File: src/rtl/lin_brk_pkg.sv
package lin_brk_pkg;

    typedef enum logic [1:0] {
        GEN_IDLE  = 2'd0,
        GEN_BREAK = 2'd1,
        GEN_GUARD = 2'd2
    } gen_state_e;

    // Number of low bit times for a length code.
    function automatic int unsigned brk_bits(input logic [1:0] code,
                                             input int unsigned base);
        return base + 32'(code);
    endfunction

endpackage

File: src/rtl/lin_brk_gen.sv
module lin_brk_gen
    import lin_brk_pkg::*;
#(
    parameter int unsigned LEN_BASE   = 13,
    parameter int unsigned GUARD_BITS = 1
) (
    input  logic       clk,
    input  logic       rst,
    input  logic       clr,
    input  logic       lin_mode,
    input  logic       bit_tick,
    input  logic [1:0] len_sel,
    input  logic       gen_req,
    input  logic       tx_start,
    output logic       brk_active,
    output logic       guard_active,
    output logic       gen_idle,
    output logic       tx_go
);
    localparam int unsigned MAX_LEN = LEN_BASE + 3;
    localparam int unsigned CNT_W   = $clog2(MAX_LEN + 1);
    localparam logic [CNT_W-1:0] GUARD_LAST = CNT_W'(GUARD_BITS - 1);

    gen_state_e       state_q;
    logic [CNT_W-1:0] cnt_q;
    logic [CNT_W-1:0] last_q;
    logic             pend_q;
    logic             rel_q;
    logic             start_now;

    assign start_now    = (state_q == GEN_IDLE) && lin_mode && gen_req;
    assign brk_active   = (state_q == GEN_BREAK);
    assign guard_active = (state_q == GEN_GUARD);
    assign gen_idle     = (state_q == GEN_IDLE);
    assign tx_go        = rel_q | (gen_idle & tx_start & ~start_now);

    always_ff @(posedge clk) begin
        if (rst || clr) begin
            state_q <= GEN_IDLE;
            cnt_q   <= '0;
            last_q  <= '0;
            pend_q  <= 1'b0;
            rel_q   <= 1'b0;
        end else begin
            rel_q <= 1'b0;
            unique case (state_q)
                GEN_IDLE: begin
                    if (start_now) begin
                        state_q <= GEN_BREAK;
                        cnt_q   <= '0;
                        last_q  <= CNT_W'(brk_bits(len_sel, LEN_BASE) - 1);
                        pend_q  <= tx_start;
                    end
                end
                GEN_BREAK: begin
                    if (tx_start) pend_q <= 1'b1;
                    if (bit_tick) begin
                        if (cnt_q == last_q) begin
                            state_q <= GEN_GUARD;
                            cnt_q   <= '0;
                        end else begin
                            cnt_q <= cnt_q + 1'b1;
                        end
                    end
                end
                GEN_GUARD: begin
                    if (bit_tick && cnt_q == GUARD_LAST) begin
                        state_q <= GEN_IDLE;
                        cnt_q   <= '0;
                        rel_q   <= pend_q | tx_start;
                        pend_q  <= 1'b0;
                    end else begin
                        if (tx_start) pend_q <= 1'b1;
                        if (bit_tick) cnt_q <= cnt_q + 1'b1;
                    end
                end
                default: state_q <= GEN_IDLE;
            endcase
        end
    end

endmodule

File: src/rtl/lin_brk_det.sv
module lin_brk_det #(
    parameter int unsigned DET_BITS = 11
) (
    input  logic clk,
    input  logic rst,
    input  logic clr,
    input  logic lin_mode,
    input  logic bit_tick,
    input  logic rx_in,
    output logic fire,
    output logic armed
);
    localparam int unsigned DCNT_W = $clog2(DET_BITS + 1);
    localparam logic [DCNT_W-1:0] DET_LAST = DCNT_W'(DET_BITS - 1);

    logic [DCNT_W-1:0] cnt_q;
    logic              armed_q;

    assign armed = armed_q;
    assign fire  = armed_q & lin_mode & ~rx_in & bit_tick & (cnt_q == DET_LAST);

    always_ff @(posedge clk) begin
        if (rst || clr) begin
            cnt_q   <= '0;
            armed_q <= 1'b1;
        end else if (rx_in) begin
            cnt_q   <= '0;
            armed_q <= 1'b1;
        end else if (!lin_mode) begin
            cnt_q <= '0;
        end else if (bit_tick) begin
            if (fire) armed_q <= 1'b0;
            if (cnt_q != DET_LAST) cnt_q <= cnt_q + 1'b1;
        end
    end

endmodule

File: src/rtl/lin_brk_flag.sv
module lin_brk_flag (
    input  logic clk,
    input  logic rst,
    input  logic clr,
    input  logic fire,
    input  logic wr,
    input  logic wdata,
    input  logic irq_en,
    output logic flag,
    output logic irq
);
    logic flag_q;

    assign flag = flag_q;
    assign irq  = flag_q & irq_en;

    always_ff @(posedge clk) begin
        if (rst || clr)          flag_q <= 1'b0;
        else if (fire)           flag_q <= 1'b1;
        else if (wr && !wdata)   flag_q <= 1'b0;
    end

endmodule

File: src/rtl/lin_brk_unit.sv
module lin_brk_unit #(
    parameter int unsigned LEN_BASE   = 13,
    parameter int unsigned GUARD_BITS = 1,
    parameter int unsigned DET_BITS   = 11
) (
    input  logic       clk,
    input  logic       rst,
    input  logic       unit_clr,
    input  logic       lin_mode,
    input  logic       bit_tick,
    input  logic [1:0] len_sel,
    input  logic       gen_req,
    input  logic       tx_ser,
    input  logic       tx_start,
    output logic       tx_go,
    output logic       ser_out,
    input  logic       rx_in,
    input  logic       flag_wr,
    input  logic       flag_wdata,
    input  logic       irq_en,
    output logic       det_flag,
    output logic       irq
);
    logic brk_active;
    logic guard_active;
    logic gen_idle;
    logic fire;
    logic det_armed;

    lin_brk_gen #(.LEN_BASE(LEN_BASE), .GUARD_BITS(GUARD_BITS)) u_gen (
        .clk(clk), .rst(rst), .clr(unit_clr), .lin_mode(lin_mode),
        .bit_tick(bit_tick), .len_sel(len_sel), .gen_req(gen_req),
        .tx_start(tx_start), .brk_active(brk_active),
        .guard_active(guard_active), .gen_idle(gen_idle), .tx_go(tx_go)
    );

    lin_brk_det #(.DET_BITS(DET_BITS)) u_det (
        .clk(clk), .rst(rst), .clr(unit_clr), .lin_mode(lin_mode),
        .bit_tick(bit_tick), .rx_in(rx_in), .fire(fire), .armed(det_armed)
    );

    lin_brk_flag u_flag (
        .clk(clk), .rst(rst), .clr(unit_clr), .fire(fire), .wr(flag_wr),
        .wdata(flag_wdata), .irq_en(irq_en), .flag(det_flag), .irq(irq)
    );

    always_comb begin
        if (brk_active)        ser_out = 1'b0;
        else if (guard_active) ser_out = 1'b1;
        else                   ser_out = tx_ser;
    end

endmodule

File: config.mk
export PLATFORM = sky130hd
export DESIGN_NAME = lin_brk_unit
export DESIGN_NICKNAME = d
export VERILOG_FILES = /design/src/rtl/lin_brk_pkg.sv /design/src/rtl/lin_brk_gen.sv /design/src/rtl/lin_brk_det.sv /design/src/rtl/lin_brk_flag.sv /design/src/rtl/lin_brk_unit.sv
export SDC_FILE = /design/constraint.sdc
export NUM_CORES = 1
export LEC_CHECK = 0
export ABC_AREA = 1
export BUFFER_PORTS_ARGS = -buffer_cell sky130_fd_sc_hd__buf_2
export CORE_UTILIZATION = 58
export DETAILED_ROUTE_END_ITERATION = 6
export GPL_ROUTABILITY_DRIVEN = 1
export PLACE_DENSITY = 0.78
export REMOVE_ABC_BUFFERS = 1
export SYNTH_ARGS = -nofsm -noshare
export SYNTH_HDL_FRONTEND = slang
export SYNTH_SLANG_ARGS = --single-unit
File: constraint.sdc
create_clock -name clk -period 2.6 [get_ports clk]
set_input_delay 0.26 -clock clk [delete_from_list [all_inputs] [get_ports clk]]
set_output_delay 0.26 -clock clk [all_outputs]
set_load 0.05 [all_outputs]
==> metrics.cfg <==
[critical_path]
crit_chain = inv_1 -> ha_1 -> inv_1 -> a21oi_1 -> a21o_1 -> buf_2
cp_common_cell = inv_1
cp_max_fo = 3
end_kind = primary output
crit_arrival_ns = 1.63
crit_slowest_cell = dfxtp_1
criticalPathCategory = reg2out
max_stage_delay_ns = 0.33
cp-start-kind = flop
cp.required_ns = 2.34

[routing]
drt_wl_total_um = 2140
drcViolationCount = 0
antenna_left = 0
first_pass_iters = 4
via_per_inst = 5.36
drt_iter0_drc = 21
routedWlPerCell_um = 11.3
vias = 1013

[logic_synthesis]
synthesis.instances = 145
synth_top_area_share = 0.344
synth_warnings = 0
ys_seq_elements = 18
avgSynthCellArea_um2 = 7.23
yosysSeqAreaShare = 0.344
netlist_area_um2 = 1050
yosys-top-cells-area = dfxtp_1, ha_1, inv_1
synth_cell_type_count = 23
synth_top_area_cell = dfxtp_1

[pwr]
leakage_nw = 0.569
seqPwrFrac = 0.538
clockPowerShare = 0.263
p_per_area_nw_per_um2 = 443
internal_power_mw = 0.369
swShare = 0.300
peakVddDrop_mv = 0.359
p_comb_frac = 0.199
power_switching_mw = 0.158

[sta]
setup_slack_ns = 0.707
setup_viol = 0
worst_clock_skew_ns = 0.00327
slew_violations = 0
worstMarginPinSlew_ns = 0.281
rsz0062_at_grt = no
hold_viol = 0
slew_headroom = 0.813
fin_crit_ns = 1.89
fmax_mhz = 528
finalSetupTns_ns = 0
period_share = 0.728

[layout]
final_cell_mix = inv_1, nand2_1, dfxtp_1
antenna_cells = 0
postLayoutCellArea_um2 = 1190
nFillCells = 127
drive_gt1_frac = 0.230
synthToLayoutAreaGrowth_pct = 13.4
final_util = 0.746
final_nets = 188
final_common_cell = inv_1

[clock_tree]
clk_pin_slew_ns = 0.10
cts_hold_buffers = 0
cts_tree = done
clock_path_buffers = 2
cts_root_buffer = clkbuf_4
htreeDepth = 1
cts_resized = 0
clock_sinks = 18
post_cts_buffers = 0
numCtsBuffers = 3
clk_latency_ns = 0.29

[global_routing]
grt_overflow_total = 0
grt_pass1_vias = 888
grt_use_total = 0.249
grt_pass1_wl_um = 3620
grt_antenna_before_repair = 0
grt_max_degree = 12

[flow_run]
cap_violations = 0

[placement]
postPlaceCellArea_um2 = 1170
dpl.hpwl_um = 1600
io_buffer_count = 17
gp_congestion = 0.827
pre_cts_ws_ns = 1.07

[die]
rows = 14
start_util = 0.658
pin_count = 18
die_w_um = 44.5
die_h_um = 44.5
core_um2 = 1590
die_area_um2 = 1980

[outcome]
status = finished clean

[worst_hold_path]
min_path_type = in2reg

Yosys cell counts, drive strengths merged:
library cell / number
o21ai: 10
a22oi: 1
nand4: 5
nand2: 24
a21o: 1
nor2: 19
a211o: 1
a21oi: 15
nor3: 2
nand3: 13
a211oi: 1
xor2: 2
and3: 1
ha: 7
dfxtp: 18
buf: 1
inv: 24
sequential cells by signal, indices dropped and copies added (netlist names):
| register | flops |
|---|---|
| u_gen.pend_q | 1 |
| u_gen.state_q | 2 |
| u_gen.cnt_q | 5 |
| u_gen.last_q | 3 |
| u_det.armed | 1 |
| u_det.cnt_q | 4 |
| u_flag.flag | 1 |
| u_gen.rel_q | 1 |
stage by stage:
step / power [mW] / cells / hold slack [ns]
6_report: 0.527 / 189 / 0.169
5_1_grt: 0.553 / 189 / 0.162
4_1_cts: 0.530 / 189 / 0.162
3_5_place_dp: 0.392 / 186 / 0.458
3_3_place_gp: 0.390 / 186 / 0.451
2_1_floorplan: 0.363 / 144 / 0.359
power by group through the flow:
stage | combinational (mW) | sequential (mW) | clock [mW]
floorplan | 0.0736 | 0.289 | 0
global placement | 0.101 | 0.289 | 0
detailed placement | 0.102 | 0.290 | 0
CTS | 0.103 | 0.283 | 0.143
global route | 0.116 | 0.284 | 0.154
finish | 0.105 | 0.283 | 0.139
worst max-delay path, delay by kind of cell, from the launching register on:
family / cells / cell delay [ns]
adder cells (fa/ha/maj): 1 / 0.20
buffers and inverters: 3 / 0.43
AO/OA/AOI/OAI: 2 / 0.40
flip-flops: 1 / 0.33
path summary, 6_finish.rpt:
path	from	to	slack (ns)	cells past startpoint
max	u_gen.state_q[0]$_SDFFE_PP0P_	tx_go	0.71	6
min	rx_in	u_det.armed$_SDFFE_PP1P_	0.17	2
max reg2reg	u_gen.state_q[1]$_SDFFE_PP0P_	u_gen.cnt_q[2]$_SDFFE_PP0P_	1.12	7
min reg2reg	u_gen.last_q[0]$_SDFFE_PP0P_	u_gen.last_q[0]$_SDFFE_PP0P_	0.47	2
layer usage:
| metal | GRT usage | wire length, um | vias up | share of wire |
|---|---|---|---|---|
| li1 | - | - | 513 | - |
| met1 | 0.332 | 980 | 455 | 0.46 |
| met2 | 0.406 | 998 | 43 | 0.47 |
| met3 | 0.0367 | 146 | 2 | 0.068 |
| met4 | 0.0909 | 10 | 0 | 0.0047 |
| met5 | 0 | 0 | - | 0 |
cell type report:
type,count,area [um2],area share
inverter,24,90.1,0.0758
sequential,18,360,0.303
tap,24,30.0,0.0253
clock buffer,3,22.5,0.0189
timing repair buffer,18,92.6,0.0779
multi-input combinational,102,593,0.499
cell families after synthesis:
group	synth area share
xor gates and xnor gates	0.0167
DFF	0.344
buffers and inverters	0.0907
adders and majority gates	0.0835
and+or+nand+nor	0.311
AOI/OAI and AO/OA	0.154
Power figures use the tool's default switching activity.
